File: src/rtl/conv_pool_pkg.sv
package conv_pool_pkg;
  localparam int unsigned DATA_W = 8;
  localparam int unsigned ACC_W  = 32;

  typedef logic signed [DATA_W-1:0] pix_t;
  typedef logic signed [ACC_W-1:0]  acc_t;

  localparam acc_t PIX_MAX = acc_t'((1 << (DATA_W - 1)) - 1);

  // Product of activation and weight; a zero activation contributes nothing.
  function automatic acc_t gated_product(input pix_t a, input pix_t w);
    acc_t p;
    if (a == '0) p = '0;
    else         p = acc_t'(a) * acc_t'(w);
    return p;
  endfunction

  function automatic acc_t larger(input acc_t x, input acc_t y);
    return (x > y) ? x : y;
  endfunction

  // Rectify, then clip to the positive pixel range.
  function automatic pix_t rectify_clip(input acc_t v);
    pix_t r;
    if (v < 0)             r = '0;
    else if (v > PIX_MAX)  r = pix_t'(PIX_MAX);
    else                   r = pix_t'(v);
    return r;
  endfunction
endpackage

File: src/rtl/cp_window_mac.sv
module cp_window_mac
  import conv_pool_pkg::*;
#(
  parameter int CH   = 2,
  parameter int KDIM = 3,
  localparam int WIN_LEN = CH * KDIM * KDIM,
  localparam int IDX_W   = (WIN_LEN > 1) ? $clog2(WIN_LEN) : 1
) (
  input  logic             clk,
  input  logic             rst_n,
  input  logic             act_valid,
  input  pix_t             act_data,
  input  pix_t             wt_data,
  input  acc_t             bias,
  output logic [IDX_W-1:0] wt_addr,
  output logic             wt_rd,
  output acc_t             acc_q,
  output logic             win_done,
  output acc_t             win_sum
);
  localparam logic [IDX_W-1:0] LAST_IDX = IDX_W'(WIN_LEN - 1);

  logic [IDX_W-1:0] idx_q;
  logic             act_nz;
  logic             win_first;
  acc_t             base;
  acc_t             prod;

  assign act_nz    = (act_data != '0);
  assign win_first = (idx_q == '0);
  assign wt_addr   = idx_q;
  assign wt_rd     = act_valid & act_nz;
  assign prod      = gated_product(act_data, wt_data);
  assign base      = win_first ? bias : acc_q;
  assign win_sum   = base + prod;
  assign win_done  = act_valid && (idx_q == LAST_IDX);

  always_ff @(posedge clk or negedge rst_n) begin
    if (!rst_n) begin
      idx_q <= '0;
      acc_q <= '0;
    end else if (act_valid) begin
      acc_q <= win_sum;
      idx_q <= (idx_q == LAST_IDX) ? '0 : idx_q + 1'b1;
    end
  end
endmodule

File: src/rtl/cp_pool_relu.sv
module cp_pool_relu
  import conv_pool_pkg::*;
#(
  parameter int NPOOL = 4
) (
  input  logic clk,
  input  logic rst_n,
  input  logic win_done,
  input  acc_t win_sum,
  output logic out_valid,
  output pix_t out_data,
  output logic out_last
);
  logic [1:0] grp_pos;
  acc_t       run_max;
  acc_t       grp_max;
  logic       grp_fire;
  logic       map_end;

  assign grp_fire = win_done && (grp_pos == 2'd3);
  assign grp_max  = larger(run_max, win_sum);

  generate
    if (NPOOL > 1) begin : g_cnt
      localparam int CNT_W = $clog2(NPOOL);
      localparam logic [CNT_W-1:0] LAST_OUT = CNT_W'(NPOOL - 1);
      logic [CNT_W-1:0] out_cnt;
      assign map_end = (out_cnt == LAST_OUT);
      always_ff @(posedge clk or negedge rst_n) begin
        if (!rst_n)        out_cnt <= '0;
        else if (grp_fire) out_cnt <= map_end ? '0 : out_cnt + 1'b1;
      end
    end else begin : g_single
      assign map_end = 1'b1;
    end
  endgenerate

  always_ff @(posedge clk or negedge rst_n) begin
    if (!rst_n) begin
      grp_pos   <= '0;
      run_max   <= '0;
      out_valid <= 1'b0;
      out_last  <= 1'b0;
      out_data  <= '0;
    end else begin
      out_valid <= grp_fire;
      out_last  <= grp_fire && map_end;
      if (win_done) begin
        grp_pos <= grp_pos + 1'b1;
        run_max <= (grp_pos == 2'd0) ? win_sum : grp_max;
      end
      if (grp_fire) out_data <= rectify_clip(grp_max);
    end
  end
endmodule

File: src/rtl/conv_pool_core.sv
module conv_pool_core
  import conv_pool_pkg::*;
#(
  parameter int CH        = 2,
  parameter int KDIM      = 3,
  parameter int POOL_COLS = 2,
  parameter int POOL_ROWS = 2,
  localparam int WIN_LEN  = CH * KDIM * KDIM,
  localparam int IDX_W    = (WIN_LEN > 1) ? $clog2(WIN_LEN) : 1
) (
  input  logic                     clk,
  input  logic                     rst_n,
  input  logic                     act_valid,
  input  logic signed [DATA_W-1:0] act_data,
  input  logic signed [ACC_W-1:0]  bias,
  output logic [IDX_W-1:0]         wt_addr,
  output logic                     wt_rd,
  input  logic signed [DATA_W-1:0] wt_data,
  output logic                     out_valid,
  output logic signed [DATA_W-1:0] out_data,
  output logic                     out_last
);
  localparam int NPOOL = POOL_COLS * POOL_ROWS;

  acc_t acc_q;
  acc_t win_sum;
  logic win_done;

  cp_window_mac #(.CH(CH), .KDIM(KDIM)) u_mac (
    .clk      (clk),
    .rst_n    (rst_n),
    .act_valid(act_valid),
    .act_data (act_data),
    .wt_data  (wt_data),
    .bias     (bias),
    .wt_addr  (wt_addr),
    .wt_rd    (wt_rd),
    .acc_q    (acc_q),
    .win_done (win_done),
    .win_sum  (win_sum)
  );

  cp_pool_relu #(.NPOOL(NPOOL)) u_pool (
    .clk      (clk),
    .rst_n    (rst_n),
    .win_done (win_done),
    .win_sum  (win_sum),
    .out_valid(out_valid),
    .out_data (out_data),
    .out_last (out_last)
  );
endmodule

File: config.mk
export PLATFORM = sky130hd
export DESIGN_NAME = conv_pool_core
export DESIGN_NICKNAME = d
export VERILOG_FILES = /design/src/rtl/conv_pool_pkg.sv /design/src/rtl/cp_window_mac.sv /design/src/rtl/cp_pool_relu.sv /design/src/rtl/conv_pool_core.sv
export SDC_FILE = /design/constraint.sdc
export NUM_CORES = 1
export LEC_CHECK = 0
export ABC_CLOCK_PERIOD_IN_PS = 8600
export BUFFER_PORTS_ARGS = -buffer_cell sky130_fd_sc_hd__buf_2
export CAP_MARGIN = 20
export CORE_UTILIZATION = 43
export DETAILED_ROUTE_END_ITERATION = 7
export PLACE_DENSITY = 0.69
export SKIP_LAST_GASP = 1
export SLEW_MARGIN = 0
export SYNTH_ARGS = -nofsm -noshare
export SYNTH_HDL_FRONTEND = slang
export SYNTH_SLANG_ARGS = --single-unit
File: constraint.sdc
create_clock -name clk -period 8.6 [get_ports clk]
set_clock_uncertainty 0.1 [all_clocks]
set_input_delay 1.29 -clock clk [delete_from_list [all_inputs] [get_ports clk]]
set_output_delay 1.29 -clock clk [all_outputs]
set_load 0.01 [all_outputs]
# ---- After elaboration in Yosys (flattened, before gate mapping)
# Cells that the tools add are included.
dict set report totals {
  reg_bits 83
  latch_bits 0
  mem_bits_rw 0
  rom_bits 0
  inputBits 51
  output_inout_bits 16
  word_cells 35
  memories 0
}
dict set report classes {
  add_sub_neg 4
  multipliers 1
  div_mod_pow 0
  n_lt_le_gt_ge 3
  n_eq_ne 3
  shift 0
  mux 8
  bitwise 1
  reduce_logical 7
}
# op count
set ops {}
lappend ops {{$mux 32} 4}
lappend ops {{$add 32x32->32} 1}
lappend ops {{$gt 32x32->1} 1}
lappend ops {{$gt 32x8->1 const B} 1}
lappend ops {{$lt 32x1->1 const B} 1}
lappend ops {{$mul 8x8->16} 1}
lappend ops {{$mux 8} 2}
lappend ops {{$logic_not 8->1} 1}
lappend ops {{$reduce_bool 8->1} 1}
lappend ops {{$add 5x1->5 const B} 1}
lappend ops {{$eq 5x5->1 const B} 1}
lappend ops {{$logic_not 5->1} 1}
lappend ops {{$mux 5} 1}
lappend ops {{$add 2x1->2 const B} 2}
lappend ops {{$eq 2x2->1 const B} 2}
lappend ops {{$logic_and 1x1->1} 3}
lappend ops {{$logic_not 2->1} 1}
lappend ops {{$mux 2} 1}
lappend ops {{$and 1x1->1} 1}

# ---- Logic depth before layout (Yosys ltp)
# Gate-level depths: netlist of run 1.
dict set report depth {
  depth_word 8
  depth_mapped 45
  ltp_nobuf 42
}

# ---- By module
# A second synthesis of run 1 with hierarchy kept.
dict set report hier_totals {
  cells_unflattened 967
  area_unflattened_um2 9222.6
}
# module n_inst cells_each area_per_inst_um2 seq_area_each_um2
set by_module_without_submodules {}
lappend by_module_without_submodules {cp_window_mac 1 707 6299.8 925.9}
lappend by_module_without_submodules {cp_pool_relu 1 260 2922.8 1151.1}

# ---- Worst setup path before layout of run 1
# Ideal clock, no wire load.
dict set report synth_path {
  path_kind {input to register}
  start {in act_data[3]}
  end {reg u_pool.run_max[27]}
  setup_ns 0.125
  arrival_ns 9.938
  t_required_ns 8.375
  setup_slack_ns -1.563
  stages 43
  n_path_buf 3
  path_cell_list {and2_1 fa_1 inv_1 fa_1 inv_1 fa_1 inv_1 fa_1 inv_1 ha_1 a21oi_1 o21bai_1 a21oi_1 o21bai_1 a21oi_1 o21bai_1 a21oi_1 xor2_1 (+7 left out) or3_1 mux2i_1 xnor2_1 inv_1 ha_1 a211oi_1 o21ai_0 a221o_1 a2111oi_0 o31a_1 a211oi_1 o221ai_1 o221ai_1 or2_1 buf_6 a21oi_4 buf_8 mux2_4}
}
dict set report synth_between {
  elab_chain_cells 6
  elab_cells_between_ends 7
  cone_classes {add/sub (1); mul (1); order compare (1); mux (3); reduce/logical (1)}
}
# item line_no
set synth_lines {}
lappend synth_lines {{from (decl)} conv_pool_core.sv:14} ;# input logic signed [DATA_W-1:0] act_data,
lappend synth_lines {{$mul 8x8->16 or $logic_not 8->1 (tied branches)} {conv_pool_pkg.sv:14, conv_pool_pkg.sv:13}}
lappend synth_lines {{$mux 32 *} conv_pool_pkg.sv:13} ;# if (a == '0) p = '0;
lappend synth_lines {{$add 32x32->32 *} cp_window_mac.sv:35} ;# assign win_sum = base + prod;
lappend synth_lines {{$gt 32x32->1} conv_pool_pkg.sv:19} ;# return (x > y) ? x : y;
lappend synth_lines {{$mux 32} conv_pool_pkg.sv:19}
lappend synth_lines {{$mux 32 *} cp_pool_relu.sv:50} ;# run_max <= (grp_pos == 2'd0) ? win_sum : grp_max;
lappend synth_lines {{to (signal assigned)} cp_pool_relu.sv:50}
lappend synth_lines {{to (decl)} cp_pool_relu.sv:15} ;# acc_t run_max;
# Mark *: on every way between the ends. The rest lies on a longest branch, timed or not.
# A chain may end at the register's enable or synchronous reset.

# ---- Worst setup path after layout of run 1
dict set report layout_path {
  start {in act_data[5]}
  end {reg u_pool.run_max[20]}
}
# Same word-level chain as after synthesis.

==> out/metrics.csv, run 1 <==
metric,value,unit
min_path_type,flip-flop to flip-flop,
fin_util,0.5834,
yosysWarnings,0,
crit_type,input pin to flip-flop,
cpLargestDelayFamily,compound AO/OA/AOI/OAI gates,
num_io_pins,67,
setup_viol,39,
diodes,0,
cts_inserted_buffers,9,
drc,0,
hold_viol,0,
clk_latency,350,ps
status,finished with violations,
reg2reg_from,u_mac.wt_addr[0],
failed_checks,negative setup slack,
hold_buffers,0,
worstPathRequired,8740,ps
avgViaCountPerCell,5.430,
grt_pass1_wl,40.57,mm
routed_wl,25.35,mm
grt-ovfl-total,0,
drive_above_1_share,0.3888,
start_util,0.4406,
synth.distinct_cells,89,
drtAntennaViolNets,0,
ys_seq_elements,83,
cts_max_level,3,
worst-path-buf-inv,9,
portBuffers,66,
fin_crit_sh,1.141,
mostFrequentLayoutCells,"192 x buf_4, 125 x inv_1, 83 x dfrtp_1",
track_usage,0.2298,
post-dp-hpwl,19.51,mm
syn_area,9321,um^2
synth_fp_nets,1181,
grt_pass1_vias,8227,
die_w,149.2,um
dieArea,22270,um^2
cts.clk_slew.worst_paths,70,ps
fin_ws,-1214,ps
cp_slowest_cell,fa_1,
row_count,53,
grt_max_degree,72,
slew_viol_final,0,
min_from,u_pool.g_cnt.out_cnt[1],
timing.final.crit_period,9814,ps
synth_cells,988,
drt_iter0_drc,412,
first_pass_iters,5,
slew_headroom,0.3278,
yosysSeqAreaShare,0.2228,
grt_antenna_before_repair,0,
rsz0062_at_grt,yes,
vias,8254,
root_buffer,clkbuf_16,
cap_violations,0,
final_nets,1433,
fmax,101.9,MHz
wl_per_cell,16.68,um
core,21150,um^2
synth_edf_count,0,
tightest_slew,980.3,ps
cp-end-kind,flip-flop,
cp_max_fo,8,
instances_no_fill,1520,
dieHeight,149.2,um
clk_path_buf_depth,2,
final_common_cell,buf_4,
area_growth,32.40,%
critPathLaunchType,input pin,
ys_async_sr_fraction,1.000,
worst_path_largest_cell_delay,530,ps
critPathArrivalTime,9950,ps
avgSynthCellArea,9.435,um^2
placed_cells,1476,
fillCellCount,1783,
cts_tree,yes,
worstSetupStartpoint,act_data[5],
cts.sinks,83,
routabilityCongestion,0.9736,
ys.flop_type,dfrtp_1,
[worst register-to-register path, delay by kind of cell (launching register included)]
kind | cells | cell delay [ps]
AOI/OAI and AO/OA | 12 | 2950
xor gates and xnor gates | 1 | 160
adders and majority gates | 4 | 880
buffers and inverters | 6 | 1180
DFF | 1 | 450
muxes | 2 | 740
and+or+nand+nor | 4 | 700
[cells by family after synthesis]
group | Yosys count | share of synthesized area
compound gates | 169 | 0.1318
fa+ha+maj | 142 | 0.2357
buf+inv | 163 | 0.07463
mux | 101 | 0.1279
simple gates | 288 | 0.1668
flops | 83 | 0.2228
xor+xnor | 42 | 0.04027
[registers in the layout (all words and copies together), names as in the netlist]
| register | count |
|---|---|
| u_pool.run_max | 32 |
| u_pool.out_valid | 1 |
| u_pool.g_cnt.out_cnt | 2 |
| u_pool.grp_pos | 2 |
| u_pool.out_data | 8 |
| u_mac.acc_q | 32 |
| u_pool.out_last | 1 |
| u_mac.wt_addr | 5 |
[cells in the mapped netlist (3+ instances only)]
cell	number	area, um^2
mux2_2	52	585.6
buf_1	3	11.26
xor2_1	9	78.83
inv_1	139	521.8
nand2_1	55	206.5
ha_1	86	1076
nor2_1	54	202.7
mux2i_1	25	250.2
and3_1	4	25.02
a211o_1	3	26.28
fa_1	56	1121
nor4_1	14	87.58
o31a_1	6	52.55
nor2b_1	20	125.1
o21bai_1	6	45.04
nor3_1	15	75.07
o21ai_1	5	25.02
o211ai_1	8	60.06
and4_1	4	35.03
o31ai_1	4	30.03
mux2_4	23	345.3
clkbuf_1	9	33.78
o21ai_0	21	105.1
a211oi_2	5	62.56
or3_1	5	31.28
a21oi_1	42	210.2
buf_6	4	45.04
nand2b_1	5	31.28
o2111a_1	3	33.78
dfrtp_1	83	2077
a211oi_1	10	75.07
a21o_1	12	90.09
xnor2_1	32	280.3
and2_1	51	319.1
nand4_1	18	112.6
nand3_1	23	115.1
a31oi_1	6	37.54
o21a_1	6	45.04
[per-layer routing]
| metal | up-vias | global-route usage | part of all wire |
|---|---|---|---|
| met5 | - | 0 | 0 |
| met3 | 46 | 0.03823 | 0.047 |
| met4 | 0 | 0.05765 | 0.023 |
| met2 | 206 | 0.3900 | 0.49 |
| met1 | 4056 | 0.3026 | 0.44 |
| li1 | 3946 | - | - |
[timing repair]
action,4_1_cts,5_1_grt
pin swaps,25,59
setup endpoints to repair,39,39
cloned,2,0
setup buffers,17,15
gates resized for setup,62,82
[layout make-up]
cell class / instances / area, um^2 / share of cell area
clock inverters: 5 / 85.08 / 0.006894
flip-flops and latches: 83 / 2077 / 0.1683
inverters: 140 / 525.5 / 0.04258
repair buffers: 264 / 1939 / 0.1571
clock buffers: 11 / 242.7 / 0.01967
well taps: 275 / 344.1 / 0.02788
multi-input cells: 742 / 7128 / 0.5776
[through the flow]
step | area (um^2) | hold slack [ps] | setup TNS, ps | setup slack [ps]
5_1_grt | 12340 | 410.0 | -56890 | -1537
4_1_cts | 11980 | 386.5 | -40850 | -1138
3_3_place_gp | 11250 | 365.1 | -54570 | -1477
6_report | 12340 | 382.6 | -44540 | -1214
3_5_place_dp | 11250 | 366.0 | -64560 | -1739
2_1_floorplan | 9459 | 349.8 | -38720 | -1119
[final timing paths]
check | to | slack [ps] | cells past startpoint
max | u_pool.run_max[20] | -1210 | 42
min | u_pool.g_cnt.out_cnt[1] | 380 | 2
max reg2reg | u_pool.run_max[20] | 1320 | 29
min reg2reg | u_pool.g_cnt.out_cnt[1] | 380 | 2
max in group asynchronous | u_mac.acc_q[2] | 6540 | 2
min in group asynchronous | u_mac.acc_q[18] | 680 | 1
Power of run 1 is not shown: default switching activity piles up to over one toggle a cycle in this logic, so the estimate is an artifact.
==> run 2, diff against run 1 <==
--- a/config.mk
+++ b/config.mk
@@ -11,6 +11,7 @@
 export CORE_UTILIZATION = 43
 export DETAILED_ROUTE_END_ITERATION = 7
 export PLACE_DENSITY = 0.69
+export RECOVER_POWER = 100
 export SKIP_LAST_GASP = 1
 export SLEW_MARGIN = 0
 export SYNTH_ARGS = -nofsm -noshare
==> run 2 against run 1 <==
The flow finishes with violations (max-capacitance violations, max-slew violations, negative setup slack). Register-to-register slack about the same. Via count about the same. Setup slack improved by 0.96 ps. Fmax about the same. Cell area decreased by 0.21%. Flip-flop and latch count unchanged. Non-clock buffer count unchanged. First-iteration DRC count increased by 3.4%. Die area unchanged.
==> out/metrics.csv, run 2 (same netlist as run 1, synthesis figures left out) <==
metric,value,unit
status,finished with violations,
failed_checks,"max-capacitance violations, max-slew violations, negative setup slack",
post-dp-hpwl,19.51,mm
cts_max_level,3,
die_w,149.2,um
cpLargestDelayFamily,compound AO/OA/AOI/OAI gates,
grt_use_met3,0.03823,
whs,382.3,ps
clk_path_buf_depth,2,
dieArea,22270,um^2
dieHeight,149.2,um
grt_pass1_wl,40.57,mm
hold_buffers,0,
final_nets,1433,
slew_headroom,-1.598,
diodes,0,
area_growth,32.12,%
worstPathRequired,8730,ps
setup_viol,39,
path_depth,43,
routabilityCongestion,0.9736,
first_pass_iters,5,
gr-usage-met2,0.3900,
mostFrequentLayoutCells,"190 x buf_4, 125 x inv_1, 83 x dfrtp_1",
cts_inserted_buffers,9,
worst-path-buf-inv,8,
clk_latency,350,ps
tightest_slew,3897,ps
rsz0062_at_grt,yes,
grt_busiest_layer,met2,
reg2reg_from,u_mac.wt_addr[0],
hold_viol,0,
worstSetupStartpoint,wt_data[0],
cts.clk_slew.worst_paths,60,ps
cts_tree,yes,
portBuffers,66,
cp-end-kind,flip-flop,
final_common_cell,buf_4,
drtAntennaViolNets,0,
min_path_type,flip-flop to flip-flop,
row_count,53,
slew_viol_final,72,
wl_per_cell,16.70,um
fin_crit_sh,1.141,
cp_max_fo,7,
routed_wl,25.38,mm
fmax,101.9,MHz
timing.final.crit_period,9813,ps
root_buffer,clkbuf_16,
cts.sinks,83,
crit_type,input pin to flip-flop,
crit_path_end,u_pool.run_max[0],
drt_iter0_drc,426,
cp_slowest_cell,fa_1,
min_from,u_pool.g_cnt.out_cnt[1],
fillCellCount,1789,
avgViaCountPerCell,5.434,
r2r_slack,1310,ps
fin_ws,-1213,ps
grt_pass1_vias,8227,
drc,0,
drive_above_1_share,0.3751,
reg_top3,"u_mac.acc_q x32, u_pool.run_max x32, u_pool.out_data x8",
rr_endpoint,u_pool.run_max[0],
vias,8259,
core,21150,um^2
worst_path_largest_cell_delay,480,ps
num_io_pins,67,
grt-ovfl-total,0,
use_met1,0.3026,
critPathLaunchType,input pin,
track_usage,0.2298,
start_util,0.4406,
grt_antenna_before_repair,0,
reg2regPathDepth,29,
cap_violations,1,
grt_max_degree,72,
critPathArrivalTime,9940,ps
run 2: changes by cell type in the layout (fill, tap and decap cells not counted):
| cell | previous run | this run |
|---|---|---|
| and2_1 | 37 | 35 |
| buf_4 | 192 | 190 |
| buf_2 | 52 | 37 |
| and2_0 | 0 | 2 |
| clkbuf_1 | 1 | 18 |
run 2: metrics by stage:
stage	worst slack, ps	setup TNS, ps	instance area [um^2]	std cells	util
detailed placement	-1739	-64560	11250	1476	0.5319
finish	-1213	-44500	12320	1520	0.5822
floorplan	-1119	-38720	9459	988	-
CTS	-1138	-40850	11980	1511	0.5665
global route	-1537	-56890	12320	1520	0.5822
global placement	-1477	-54570	11250	1476	0.5319
run 2: layout make-up:
| type | instances | area [um^2] | share of cell area |
|---|---|---|---|
| clock buffers | 11 | 242.7 | 0.01971 |
| clock inverters | 5 | 85.08 | 0.006908 |
| inverters | 140 | 525.5 | 0.04267 |
| multi-input cells | 742 | 7128 | 0.5788 |
| flip-flops and latches | 83 | 2077 | 0.1686 |
| well taps | 275 | 344.1 | 0.02794 |
| repair buffers | 264 | 1913 | 0.1553 |
run 2: routing by layer:
layer | share of wire | routed length, um | vias up
li1 | - | - | 3943
met1 | 0.45 | 11290 | 4055
met4 | 0.022 | 565 | 0
met3 | 0.046 | 1178 | 44
met2 | 0.49 | 12340 | 217
met5 | 0 | 0 | -
run 2: repair_timing:
item                       CTS  global route
setup endpoints to repair   39            39
setup buffers               17            15
pin swaps                   25            59
gates resized for setup     62            82
cloned                       2             0
run 2: worst min path at each step:
stage	to	cells after the start
floorplan	u_pool.g_cnt.out_cnt[1]	2
global placement	u_pool.out_data[7]	1
detailed placement	u_pool.out_data[7]	1
CTS	u_pool.out_data[7]	1
global route	u_pool.g_cnt.out_cnt[1]	2
finish	u_pool.g_cnt.out_cnt[1]	2
run 2: worst register-to-register path, delay by kind of cell (launching register included):
kind | cells | cell delay, ps
AOI/OAI and AO/OA | 12 | 2950
buffers and inverters | 6 | 1190
adders and majority gates | 4 | 880
muxes | 2 | 740
and+or+nand+nor | 4 | 700
DFF | 1 | 450
xor gates and xnor gates | 1 | 160
Power of run 2 is left out for the same reason.
==> run 3, diff against run 2 <==
--- a/config.mk
+++ b/config.mk
@@ -17,3 +17,4 @@
 export SYNTH_ARGS = -nofsm -noshare
 export SYNTH_HDL_FRONTEND = slang
 export SYNTH_SLANG_ARGS = --single-unit
+export TNS_END_PERCENT = 10
==> run 3 against run 2 <==
The flow still finishes with violations (max-capacitance violations, max-slew violations, negative setup slack). Hold slack improved by 15 ps. Critical path depth up 6. Flip-flop and latch count stayed put. Global-route usage is 0.079 points higher. Clock-buffer cell count decreased by 2. Non-clock buffer count rose by 13. Critical endpoint is now u_pool.out_data[1].
==> out/metrics.csv, run 3 (same netlist as run 1, synthesis figures left out) <==
metric,value,unit
drt_iter0_drc,410,
placed_cells,1483,
reg_top3,"u_mac.acc_q x32, u_pool.run_max x32, u_pool.out_data x8",
fin_crit_sh,1.146,
hold_viol,0,
die_w,149.2,um
root_buffer,clkbuf_16,
post-dp-hpwl,19.60,mm
dieHeight,149.2,um
worstPathRequired,8780,ps
area_growth,31.22,%
fin_ws,-1254,ps
cts_max_level,3,
grt_antenna_before_repair,1,
cts.sinks,83,
failed_checks,"max-capacitance violations, max-slew violations, negative setup slack",
num_io_pins,67,
min_path_type,flip-flop to flip-flop,
cts.clk_slew.worst_paths,70,ps
grt_pass1_wl,40.54,mm
vias,8180,
status,finished with violations,
grt_max_degree,73,
critPathLaunchType,input pin,
dieArea,22270,um^2
worst_path_largest_cell_delay,510,ps
path_common_cell,buf_4,
whs,396.9,ps
core,21150,um^2
fmax,101.5,MHz
instances_no_fill,1534,
met1_length,11.15,mm
setup_viol,39,
wl_per_cell,16.46,um
wl_met2,12.72,mm
routabilityCongestion,1.003,
route.met3.wl,797,um
cp_slowest_cell,fa_1,
mostFrequentLayoutCells,"199 x buf_4, 126 x inv_1, 83 x dfrtp_1",
drc,0,
clk_latency,360,ps
track_usage,0.2306,
final_nets,1446,
crit_type,input pin to flip-flop,
slew_headroom,-1.728,
tightest_slew,4091,ps
final_common_cell,buf_4,
fin_area,12230,um^2
portBuffers,66,
clk_path_buf_depth,2,
routed_wl,25.25,mm
cts_tree,yes,
grt-ovfl-total,0,
cap_violations,1,
timing.final.crit_period,9854,ps
fillCellCount,1817,
drive_above_1_share,0.3657,
avgViaCountPerCell,5.332,
slew_viol_final,73,
cp-end-kind,flip-flop,
dpl_cell_area,11300,um^2
first_pass_iters,5,
pre_cts_ws,-1697,ps
rsz0062_at_grt,yes,
topRoutingLayerUsed,met4,
critPathArrivalTime,10040,ps
grt_pass1_vias,8208,
cts_inserted_buffers,9,
cp_max_fo,4,
row_count,53,
drtAntennaViolNets,0,
start_util,0.4406,
==> run 3: cell count changes in the layout (fill, tap and decap cells not counted), sizes merged <==
cell / previous run / this run
buf: 246 / 256
bufinv: 2 / 0
clkbuf: 29 / 30
clkinv: 1 / 2
clkinvlp: 1 / 0
diode: 0 / 1
inv: 141 / 145
==> run 3: layout make-up <==
cell class,instances,area (um^2),area share
repair buffers,277,2006,0.1640
diodes,1,2.502,0.0002046
flip-flops and latches,83,2077,0.1698
clock buffers,9,225.2,0.01841
clock inverters,7,76.32,0.006240
multi-input cells,742,6975,0.5703
well taps,275,344.1,0.02813
inverters,140,525.5,0.04296
==> run 3: per-layer routing <==
metal | track usage | vias to the layer above
li1 | - | 3972
met1 | 0.2931 | 3997
met2 | 0.4065 | 167
met3 | 0.02752 | 44
met4 | 0.06990 | 0
met5 | 0 | -
==> run 3: worst paths after layout <==
check | startpoint | to | slack (ps) | cells past startpoint
max reg2reg | u_mac.wt_addr[0] | u_pool.out_data[1] | 1310 | 34
min reg2reg | u_pool.out_data[7] | u_pool.out_data[7] | 400 | 1
min | u_pool.out_data[7] | u_pool.out_data[7] | 400 | 1
max in group asynchronous | rst_n | u_pool.grp_pos[0] | 3200 | 2
min in group asynchronous | rst_n | u_mac.acc_q[16] | 860 | 1
max | act_data[4] | u_pool.out_data[1] | -1250 | 49
==> run 3: through the flow <==
step | TNS [ps] | util
after detailed placement | -63350 | 0.5344
after floorplan | -38910 | -
final | -45260 | 0.5782
after global routing | -59830 | 0.5781
after global placement | -56320 | 0.5344
after CTS | -42480 | 0.5636
==> run 3: worst max-delay path, delay by kind of cell <==
kind,cells,cell delay [ps]
xor+xnor,2,330
compound gates,18,3110
buf+inv,13,1330
mux,2,510
simple gates,7,940
fa+ha+maj,7,2520
==> run 3: timing repair <==
item	in CTS	in global routing
pin swaps	37	26
gates cloned	0	1
resized for setup	30	61
hold endpoints to repair	0	0
hold buffers	0	0
setup buffers	22	12
setup endpoints to repair	39	39
Power of run 3 is left out for the same reason.
